$ cat config.mk
export PLATFORM = sky130hd
export DESIGN_NAME = ind_cmd_bridge
export DESIGN_NICKNAME = d
export VERILOG_FILES = /design/src/rtl/icb_pkg.sv /design/src/rtl/icb_cmd_decode.sv /design/src/rtl/icb_ds_master.sv /design/src/rtl/icb_slot_regs.sv /design/src/rtl/ind_cmd_bridge.sv
export SDC_FILE = /design/constraint.sdc
export NUM_CORES = 1
export LEC_CHECK = 0
export ABC_CLOCK_PERIOD_IN_PS = 1700
export BUFFER_PORTS_ARGS = -buffer_cell sky130_fd_sc_hd__buf_2
export CORE_MARGIN = 8
export CORE_UTILIZATION = 40
export DETAILED_ROUTE_END_ITERATION = 10
export GPL_ROUTABILITY_DRIVEN = 0
export PLACE_DENSITY = 0.69
export SETUP_SLACK_MARGIN = 0.4
export SLEW_MARGIN = 20
export SYNTH_ARGS = -nofsm -noshare
export SYNTH_HDL_FRONTEND = slang
export SYNTH_HIERARCHICAL = 1
export SYNTH_SLANG_ARGS = --single-unit
$ cat constraint.sdc
create_clock -name clk -period 1.7 [get_ports clk]
set_input_delay 0.34 -clock clk [delete_from_list [all_inputs] [get_ports clk]]
set_output_delay 0.34 -clock clk [all_outputs]
set_load 0.005 [all_outputs]
$ cat src/rtl/icb_pkg.sv
// Package: shared field layout and types of the indirect command bridge.
// Assumes 64-bit register words and a 32-bit downstream address.
package icb_pkg;

    localparam int WORD_W      = 64;
    localparam int DS_AW       = 32;
    localparam int DWORD_W     = 32;
    localparam int CNT_W       = 4;
    localparam int CTL_RD_BIT  = 48;
    localparam int CTL_CNT_LSB = 56;
    localparam int ST_DONE_BIT = 11;
    localparam int ST_RD_LSB   = 26;
    localparam int LANES       = WORD_W / 8;

    typedef enum logic [1:0] {
        SLOT_CTL  = 2'd0,
        SLOT_RST  = 2'd1,
        SLOT_STAT = 2'd2,
        SLOT_DATA = 2'd3
    } slot_e;

    typedef struct packed {
        logic               is_read;
        logic [CNT_W-1:0]   nbytes;
        logic [DS_AW-1:0]   addr;
    } cmd_t;

endpackage

$ cat src/rtl/icb_cmd_decode.sv
// Module: splits a control word into direction, byte count and address,
// and flags whether the byte count is within the supported maximum.
// Assumes the field positions held in icb_pkg.
module icb_cmd_decode
    import icb_pkg::*;
#(
    parameter int MAX_BYTES = 8
) (
    input  logic [WORD_W-1:0] word,
    output cmd_t              cmd,
    output logic              legal
);

    logic unused_bits;

    // Field extraction from the control word.
    always_comb begin
        cmd.is_read = word[CTL_RD_BIT];
        cmd.nbytes  = word[CTL_CNT_LSB +: CNT_W];
        cmd.addr    = word[DS_AW-1:0];
        legal       = ({28'd0, cmd.nbytes} <= 32'(MAX_BYTES));
    end

    assign unused_bits = ^{word[63:60], word[55:49], word[47:32]};

endmodule

$ cat src/rtl/icb_ds_master.sv
// Module: owns one downstream transaction at a time. Latches a command
// on launch, holds the request until acknowledged, and reports the
// completion in the acknowledge cycle. Assumes ds_ack is a one-cycle pulse.
module icb_ds_master
    import icb_pkg::*;
(
    input  logic               clk,
    input  logic               rst_n,
    input  logic               launch,
    input  cmd_t               cmd,
    input  logic [DWORD_W-1:0] data_word,
    input  logic               ds_ack,
    input  logic               ds_err,
    input  logic [WORD_W-1:0]  ds_rdata,
    output logic               ds_req,
    output logic               ds_we,
    output logic [DS_AW-1:0]   ds_addr,
    output logic [CNT_W-1:0]   ds_size,
    output logic [WORD_W-1:0]  ds_wdata,
    output logic               busy,
    output logic               done,
    output logic               done_is_read,
    output logic               done_err,
    output logic [DWORD_W-1:0] done_rdata
);

    localparam int DATA_LANES = DWORD_W / 8;

    logic                req_q;
    logic                we_q;
    logic [DS_AW-1:0]    addr_q;
    logic [CNT_W-1:0]    size_q;
    logic [WORD_W-1:0]   lanes_q;
    logic [WORD_W-1:0]   lanes_d;
    logic                accept;
    logic                unused_lo;

    assign accept = launch && !req_q;

    // Byte-lane packing: data word bytes fill the top lanes, the rest are zero.
    for (genvar g = 0; g < LANES; g++) begin : g_lane
        if (g < DATA_LANES) begin : g_data
            assign lanes_d[WORD_W-1-8*g -: 8] = data_word[DWORD_W-1-8*g -: 8];
        end else begin : g_zero
            assign lanes_d[WORD_W-1-8*g -: 8] = 8'h00;
        end
    end

    // Request state: set on accepted launch, cleared on acknowledge.
    always_ff @(posedge clk) begin
        if (!rst_n) begin
            req_q <= 1'b0;
        end else if (accept) begin
            req_q <= 1'b1;
        end else if (req_q && ds_ack) begin
            req_q <= 1'b0;
        end
    end

    // Command capture: held stable for the whole transaction.
    always_ff @(posedge clk) begin
        if (!rst_n) begin
            we_q    <= 1'b0;
            addr_q  <= '0;
            size_q  <= '0;
            lanes_q <= '0;
        end else if (accept) begin
            we_q    <= !cmd.is_read;
            addr_q  <= cmd.addr;
            size_q  <= cmd.nbytes;
            lanes_q <= lanes_d;
        end
    end

    assign ds_req       = req_q;
    assign ds_we        = we_q;
    assign ds_addr      = addr_q;
    assign ds_size      = size_q;
    assign ds_wdata     = lanes_q;
    assign busy         = req_q;
    assign done         = req_q && ds_ack;
    assign done_is_read = !we_q;
    assign done_err     = ds_err;
    assign done_rdata   = ds_rdata[WORD_W-1 -: DWORD_W];
    assign unused_lo    = ^ds_rdata[WORD_W-DWORD_W-1:0];

endmodule

$ cat src/rtl/icb_slot_regs.sv
// Module: the host-visible slots. Holds the data word and the status
// word, builds read responses one cycle after a read request, and
// raises a strobe on control writes. Assumes one access per cycle.
module icb_slot_regs
    import icb_pkg::*;
#(
    parameter int REG_AW = 8
) (
    input  logic               clk,
    input  logic               rst_n,
    input  logic               acc_req,
    input  logic               acc_we,
    input  logic [REG_AW-1:0]  acc_addr,
    input  logic [WORD_W-1:0]  acc_wdata,
    input  logic               done,
    input  logic               done_is_read,
    input  logic               done_err,
    input  logic [DWORD_W-1:0] done_rdata,
    output logic               ctl_wr,
    output logic [DWORD_W-1:0] data_word,
    output logic [WORD_W-1:0]  status,
    output logic [WORD_W-1:0]  rdata,
    output logic               rvalid
);

    slot_e               slot;
    logic                rd_acc;
    logic                wr_acc;
    logic [DWORD_W-1:0]  data_q;
    logic [WORD_W-1:0]   status_q;
    logic [WORD_W-1:0]   done_word;
    logic [WORD_W-1:0]   rd_mux;
    logic [WORD_W-1:0]   rdata_q;
    logic                rvalid_q;
    logic                unused_addr;

    assign slot   = slot_e'(acc_addr[4:3]);
    assign rd_acc = acc_req && !acc_we;
    assign wr_acc = acc_req && acc_we;
    assign ctl_wr = wr_acc && (slot == SLOT_CTL);

    // Completion word: done flag, plus read data or all ones for a read.
    always_comb begin
        done_word = '0;
        done_word[ST_DONE_BIT] = 1'b1;
        if (done_is_read) begin
            done_word[ST_RD_LSB +: DWORD_W] = done_err ? '1 : done_rdata;
        end
    end

    // Read multiplexer over the four slots.
    always_comb begin
        unique case (slot)
            SLOT_STAT: rd_mux = status_q;
            SLOT_DATA: rd_mux = {data_q, {(WORD_W-DWORD_W){1'b0}}};
            default:   rd_mux = '0;
        endcase
    end

    // Data slot: keeps the upper half of the written word.
    always_ff @(posedge clk) begin
        if (!rst_n) begin
            data_q <= '0;
        end else if (wr_acc && (slot == SLOT_DATA)) begin
            data_q <= acc_wdata[WORD_W-1 -: DWORD_W];
        end
    end

    // Status slot: completion wins over read-to-clear.
    always_ff @(posedge clk) begin
        if (!rst_n) begin
            status_q <= '0;
        end else if (done) begin
            status_q <= done_word;
        end else if (rd_acc && (slot == SLOT_STAT)) begin
            status_q <= '0;
        end
    end

    // Read response register.
    always_ff @(posedge clk) begin
        if (!rst_n) begin
            rdata_q  <= '0;
            rvalid_q <= 1'b0;
        end else begin
            rvalid_q <= rd_acc;
            if (rd_acc) begin
                rdata_q <= rd_mux;
            end
        end
    end

    assign data_word   = data_q;
    assign status      = status_q;
    assign rdata       = rdata_q;
    assign rvalid      = rvalid_q;
    assign unused_addr = ^{acc_addr[REG_AW-1:5], acc_addr[2:0], acc_wdata[WORD_W-DWORD_W-1:0]};

endmodule

$ cat src/rtl/ind_cmd_bridge.sv
// Module: top of the indirect command bridge. Joins the slot registers,
// the command decoder and the downstream master. Assumes a single
// downstream target that always eventually acknowledges.
module ind_cmd_bridge
    import icb_pkg::*;
#(
    parameter int REG_AW    = 8,
    parameter int MAX_BYTES = 8
) (
    input  logic              clk,
    input  logic              rst_n,
    input  logic              reg_req,
    input  logic              reg_we,
    input  logic [REG_AW-1:0] reg_addr,
    input  logic [63:0]       reg_wdata,
    output logic [63:0]       reg_rdata,
    output logic              reg_rvalid,
    output logic              ds_req,
    output logic              ds_we,
    output logic [31:0]       ds_addr,
    output logic [3:0]        ds_size,
    output logic [63:0]       ds_wdata,
    input  logic              ds_ack,
    input  logic              ds_err,
    input  logic [63:0]       ds_rdata,
    output logic              busy
);

    cmd_t                cmd;
    logic                legal;
    logic                ctl_wr;
    logic [DWORD_W-1:0]  data_word;
    logic [WORD_W-1:0]   status;
    logic                done;
    logic                done_is_read;
    logic                done_err;
    logic [DWORD_W-1:0]  done_rdata;

    icb_cmd_decode #(.MAX_BYTES(MAX_BYTES)) u_dec (
        .word  (reg_wdata),
        .cmd   (cmd),
        .legal (legal)
    );

    icb_slot_regs #(.REG_AW(REG_AW)) u_slots (
        .clk          (clk),
        .rst_n        (rst_n),
        .acc_req      (reg_req),
        .acc_we       (reg_we),
        .acc_addr     (reg_addr),
        .acc_wdata    (reg_wdata),
        .done         (done),
        .done_is_read (done_is_read),
        .done_err     (done_err),
        .done_rdata   (done_rdata),
        .ctl_wr       (ctl_wr),
        .data_word    (data_word),
        .status       (status),
        .rdata        (reg_rdata),
        .rvalid       (reg_rvalid)
    );

    icb_ds_master u_ds (
        .clk          (clk),
        .rst_n        (rst_n),
        .launch       (ctl_wr && legal),
        .cmd          (cmd),
        .data_word    (data_word),
        .ds_ack       (ds_ack),
        .ds_err       (ds_err),
        .ds_rdata     (ds_rdata),
        .ds_req       (ds_req),
        .ds_we        (ds_we),
        .ds_addr      (ds_addr),
        .ds_size      (ds_size),
        .ds_wdata     (ds_wdata),
        .busy         (busy),
        .done         (done),
        .done_is_read (done_is_read),
        .done_err     (done_err),
        .done_rdata   (done_rdata)
    );

endmodule

==> results_dict.tcl, run 1 <==
set metrics [dict create \
    place_hpwl_um 15500 \
    cts_buffer_depth 2 \
    worst-path-stages 7 \
    antenna_cells 0 \
    dieArea_um2 24500 \
    drive_gt1_share_pct 30.5 \
    p_int_mw 6.88 \
    grt_remaining_overflow 0 \
    cts_made_buffers 17 \
    multi_input_area_um2 3220 \
    crit_fanout 8 \
    pre_cts_ws_ps -209 \
    min_period_over_period_pct 75.2 \
    clk_pin_slew_ps 70 \
    critical_path_buf_inv_count 3 \
    cts_tree "done" \
    setup_ws_ps 422 \
    cts-hold-fix-buffers 0 \
    path_cells "buf_8, o31ai_4, and2_4, nor2b_4, buf_8, clkbuf_16, mux2i_1" \
    finalWirelength_um 22500 \
    cp_top_family "buffers and inverters" \
    synth_cells 902 \
    portBuffers 214 \
    die_h_um 157 \
    drv_slew 0 \
    whs_ps 152 \
    grt.total_usage_pct 17.2 \
    ir_worst_vdd_uv 751 \
    sequentialPowerShare_pct 46.5 \
    drt_pre_antenna_iters 5 \
    crit_required_ps 2060 \
    cpPeakStageDelay_ps 270 \
    crit_end "u_ds/ds_addr[7]" \
    antenna_left 0 \
    p_per_area_nw_per_um2 940 \
    route.detailed.drc 0 \
    cts_sinks 175 \
    clock_latency_ps 420 \
    placedCellCount 1274 \
    grt_pass1_vias 5996 \
    swShare_pct 23.3 \
    combPwrFrac_pct 6.6 \
    wl_per_cell_um 17.1 \
    vias_per_cell 4.75 \
    nFillCells 1863 \
    final_cell_mix "211 x buf_2, 203 x nand2_1, 172 x dfxtp_1, 67 x mux2i_1, 57 x conb_1" \
    start_kind "primary input" \
    fp.coreArea_um2 19400 \
    cpMostUsedCell "buf_8" \
    max_freq_ghz 0.782 \
    r2r_cells 5 \
    fin_cells 1318 \
    regArea_um2 3510 \
    cp-end-kind "flop" \
    clkPwrFrac_pct 46.9 \
    nets 1182 \
    worstSetupStartpoint "reg_wdata[58]" \
    syn-cell-area_um2 7900 \
    rows 51 \
    htree_num_levels 4 \
    rsz0062_at_grt "yes" \
    status "finished clean" \
    setup_violations 0 \
    tightest_slew_ps 589 \
    r2r-end "u_ds/ds_addr[7]" \
    yosys_warnings 6 \
    final_common_cell "buf_2" \
    hold_class "in2reg" \
    root_buffer "clkbuf_16" \
    syn_avg_cell_area_um2 8.76 \
    max-slew-margin-rel_pct 60.7 \
    clock_skew_ps 8.35 \
    p_leak_nw 4.20 \
    pin_count 310 \
    cap_viol_max_count 0 \
    period_minus_slack_ps 1280 \
    grt_max_degree 61 \
    area_delta_synth_final_pct 20.8 \
    worstSetupPathType "in2reg" \
    reg2reg_slack_ps 450 \
    antenna_found_initial 2 \
    grt_first_pass_wirelength_um 33100 \
    drtIter0Drc 419 \
    r2r-start "u_ds/busy" \
    switching_power_mw 2.09 \
    arrival_ps 1630 \
    fin_setup_tns_ps 0 \
    num_vias 6259 \
    start_util_pct 40.7 \
    die_x_um 157 \
    cpMaxStageDelayCell "o31ai_4" \
    hold_viol_final 0 \
]
[power by group through the flow]
stage	clock [mW]	sequential [mW]	combinational (mW)
floorplan	0	4.26	0.498
global placement	0	4.27	0.546
detailed placement	0	4.27	0.552
CTS	4.30	4.17	0.564
global route	4.50	4.18	0.653
finish	4.20	4.17	0.590
[how the worst min path moves through the flow]
stage | from | end | slack [ps] | depth (start not counted)
finish | reg_wdata[1] | u_ds/ds_addr[1] | 150 | 3
global route | reg_wdata[45] | u_slots/data_word[13] | 130 | 3
CTS | reg_wdata[40] | u_slots/data_word[8] | 130 | 3
detailed placement | u_ds/ds_wdata[62] | u_ds/ds_wdata[62] | 440 | 2
global placement | u_ds/ds_addr[21] | u_ds/ds_addr[21] | 440 | 2
floorplan | u_slots/data_word[26] | u_slots/data_word[26] | 450 | 2
[routing by layer]
metal  up-vias  part of all wire, %  global-route usage (%)
met2       241                   47                    27.2
met3        23                  8.2                    5.21
met1      2907                   43                    22.2
li1       3084                    -                       -
met5         -                 0.10                       0
met4         4                  1.3                    5.26
[stage by stage]
stage	area, um^2	power, mW	utilization (%)
floorplan	8140	4.76	-
global placement	8610	4.81	44.4
detailed placement	8610	4.82	44.4
CTS	9320	9.04	48.0
global route	9540	9.33	49.2
finish	9540	8.97	49.2
[repair_timing]
| action | 4_1_cts | 5_1_grt |
|---|---|---|
| cloned | 1 | 7 |
| pin swaps | 0 | 2 |
| buffers inserted | 4 | 0 |
| gates resized for setup | 6 | 16 |
| setup endpoints to repair | 71 | 62 |
| endpoints found under the hold margin | 0 | 0 |
[area by class of cell]
| cell class | count | share of cell area (%) |
|---|---|---|
| Clock buffer | 17 | 4.46 |
| Timing Repair Buffer | 256 | 18.0 |
| Multi-Input combinational cell | 555 | 33.7 |
| Tap cell | 265 | 3.47 |
| Sequential cell | 175 | 36.8 |
| Inverter | 35 | 1.38 |
| Clock inverter | 15 | 2.15 |
[tightest hold or removal path, delay by kind of cell]
kind	cells	cell delay, ps
buf+inv	1	90
mux	1	50
simple gates	1	40
[registers in the layout, indices dropped and copies added (netlist names)]
signal             count
u_ds/ds_addr          32
u_slots/data_word     32
u_slots/status        33
u_ds/ds_we             1
u_slots/rvalid         1
u_ds/ds_size           4
u_slots/rdata         39
u_ds/ds_wdata         32
u_ds/busy              1
No activity file was read; power rests on OpenSTA's default activity.
==> run 2, diff against run 1 <==
--- a/config.mk
+++ b/config.mk
@@ -5,13 +5,14 @@
 export SDC_FILE = /design/constraint.sdc
 export NUM_CORES = 1
 export LEC_CHECK = 0
-export ABC_CLOCK_PERIOD_IN_PS = 1700
+export ABC_AREA = 1
+export ABC_CLOCK_PERIOD_IN_PS = 1150
 export BUFFER_PORTS_ARGS = -buffer_cell sky130_fd_sc_hd__buf_2
 export CORE_MARGIN = 8
 export CORE_UTILIZATION = 40
 export DETAILED_ROUTE_END_ITERATION = 10
 export GPL_ROUTABILITY_DRIVEN = 0
-export PLACE_DENSITY = 0.69
+export PLACE_DENSITY = 0.72
 export SETUP_SLACK_MARGIN = 0.4
 export SLEW_MARGIN = 20
 export SYNTH_ARGS = -nofsm -noshare
==> constraint.sdc (replaced) <==
create_clock -name clk -period 1.15 [get_ports clk]
set_input_delay 0.23 -clock clk [delete_from_list [all_inputs] [get_ports clk]]
set_output_delay 0.23 -clock clk [all_outputs]
set_load 0.005 [all_outputs]
==> run 2 against run 1 <==
Net effect:
- the run now ends with setup timing left
- register-to-register slack lost 570 ps
- hold slack worse by 120 ps
- routed wire length grew 18%
- synthesized cell count rose by 27%
- clock skew fell by 1.3 ps
- sequential cell count unchanged
- core utilization increased by 10 points
- combinational power increased by 140%
- highest routed layer is now met4
==> results_dict.tcl, run 2 <==
set metrics [dict create \
    r2r-start "u_ds/busy" \
    drtIter0Drc 498 \
    setup_ws_ps -119 \
    clkPwrFrac_pct 44.3 \
    grt_remaining_overflow 0 \
    die_x_um 158 \
    route.detailed.drc 0 \
    rsz0062_at_grt "yes" \
    ir_worst_vdd_uv 1010 \
    area_delta_synth_final_pct 46.2 \
    clock_latency_ps 420 \
    nets 1478 \
    htree_num_levels 4 \
    regArea_um2 3640 \
    num_vias 7789 \
    r2r_cells 7 \
    switching_power_mw 3.33 \
    vias_per_cell 4.80 \
    antenna_found_initial 3 \
    r2r-end "u_ds/ds_addr[7]" \
    final_util_pct 59.2 \
    cap_viol_max_count 0 \
    reg2reg_slack_ps -120 \
    hold_depth 3 \
    max-slew-margin-rel_pct 48.2 \
    fin_setup_tns_ps -4880 \
    combPwrFrac_pct 10.4 \
    root_buffer "clkbuf_16" \
    cts_tree "done" \
    clock_skew_ps 7.06 \
    tightest_slew_ps 778 \
    p_int_mw 10.6 \
    rows 52 \
    nFillCells 1738 \
    syn-cell-area_um2 8110 \
    p_per_area_nw_per_um2 1170 \
    min_period_over_period_pct 110 \
    fin_cells 1622 \
    grt.total_usage_pct 19.6 \
    fp.coreArea_um2 20000 \
    portBuffers 214 \
    finalWirelength_um 26700 \
    grt_max_degree 79 \
    worstSetupPathType "reg2reg" \
    start_util_pct 40.5 \
    antenna_left 0 \
    dieArea_um2 25100 \
    setup_violations 103 \
    clk_pin_slew_ps 70 \
    start_kind "flop" \
    synth_cells 1147 \
    final_common_cell "nor2_1" \
    hold_class "in2reg" \
    die_h_um 158 \
    cts_buffer_depth 2 \
    cts-hold-fix-buffers 0 \
    swShare_pct 24.0 \
    crit_fanout 17 \
    syn_avg_cell_area_um2 7.07 \
    drive_gt1_share_pct 42.7 \
    grt_pass1_vias 7294 \
    hold_viol_final 0 \
    hp-start "reg_wdata[45]" \
    grt_first_pass_wirelength_um 38400 \
    drt_pre_antenna_iters 5 \
    drv_slew 0 \
    place_hpwl_um 16300 \
    hold_end "u_slots/data_word[13]" \
    pin_count 310 \
    largest_reg_flops 39 \
    wl_per_cell_um 16.4 \
    status "finished, violations left" \
    failed_checks "setup timing" \
    cts_sinks 175 \
    p_leak_nw 5.76 \
    max_freq_ghz 0.788 \
    crit_required_ps 1490 \
    sequentialPowerShare_pct 45.3 \
    multi_input_area_um2 3620 \
    period_minus_slack_ps 1270 \
    arrival_ps 1610 \
    cp-end-kind "flop" \
    final_cell_mix "195 x nor2_1, 182 x nand2_1, 127 x buf_2, 107 x dfxtp_2, 99 x buf_6" \
    placedCellCount 1521 \
    yosys_warnings 6 \
    cts_made_buffers 17 \
]
[run 2: worst max-delay path by stage]
stage	start	to	slack [ps]	cells after the start
final	u_ds/busy	u_ds/ds_addr[7]	-120	7
after global routing	u_ds/busy	u_ds/ds_addr[26]	-150	7
after CTS	u_ds/busy	busy	-100	2
after detailed placement	reg_we	u_ds/ds_size[3]	-360	10
after global placement	reg_req	u_ds/ds_wdata[37]	-310	10
after floorplan	reg_addr[3]	u_ds/ds_addr[15]	-300	12
[run 2: through the flow]
| step | cell area (um^2) | total power, mW | hold WS, ps | setup WS (ps) |
|---|---|---|---|---|
| 3_5_place_dp | 8940 | 7.42 | 447 | -358 |
| 4_1_cts | 11000 | 13.8 | 20.6 | -105 |
| 5_1_grt | 11900 | 14.4 | 25.6 | -150 |
| 3_3_place_gp | 8940 | 7.41 | 441 | -310 |
| 2_1_floorplan | 8520 | 7.29 | 365 | -301 |
| 6_report | 11900 | 13.9 | 30.2 | -119 |
[run 2: metal layers]
metal,global-route usage [%],part of all wire [%],vias to the layer above
li1,-,-,3802
met4,6.87,2.1,0
met2,32.2,49,314
met5,0,0,-
met3,4.45,7.9,30
met1,24.7,41,3643
[run 2: area by class of cell]
type	count	share of cell area [%]
diodes	3	0.0633
clock buffers	21	4.05
clock inverters	11	1.31
inverters	82	3.03
multi-input cells	743	30.6
flip-flops and latches	175	30.7
well taps	270	2.85
repair buffers	317	27.4
[run 2: repair_timing]
| action | 4_1_cts | 5_1_grt |
|---|---|---|
| pin swaps | 39 | 63 |
| resized for setup | 240 | 133 |
| endpoints found under the setup margin | 285 | 286 |
| cloned | 15 | 5 |
| setup buffers | 27 | 19 |
[run 2: critical path, stage by stage, from the launching register on]
cell,delay (ps)
dfxtp_4,360
buf_6,130
buf_6,110
nor2_4,140
buf_12,140
clkbuf_16,170
nor2_1,40
nor2_1,110
[run 2: power by group through the flow]
stage                     Sequential (mW)  Combinational (mW)  Clock (mW)
final                                6.28                1.44        6.16
after global routing                 6.29                1.57        6.58
after CTS                            6.27                1.28        6.28
after detailed placement             6.39                1.03           0
after global placement               6.39                1.02           0
after floorplan                      6.38               0.908           0
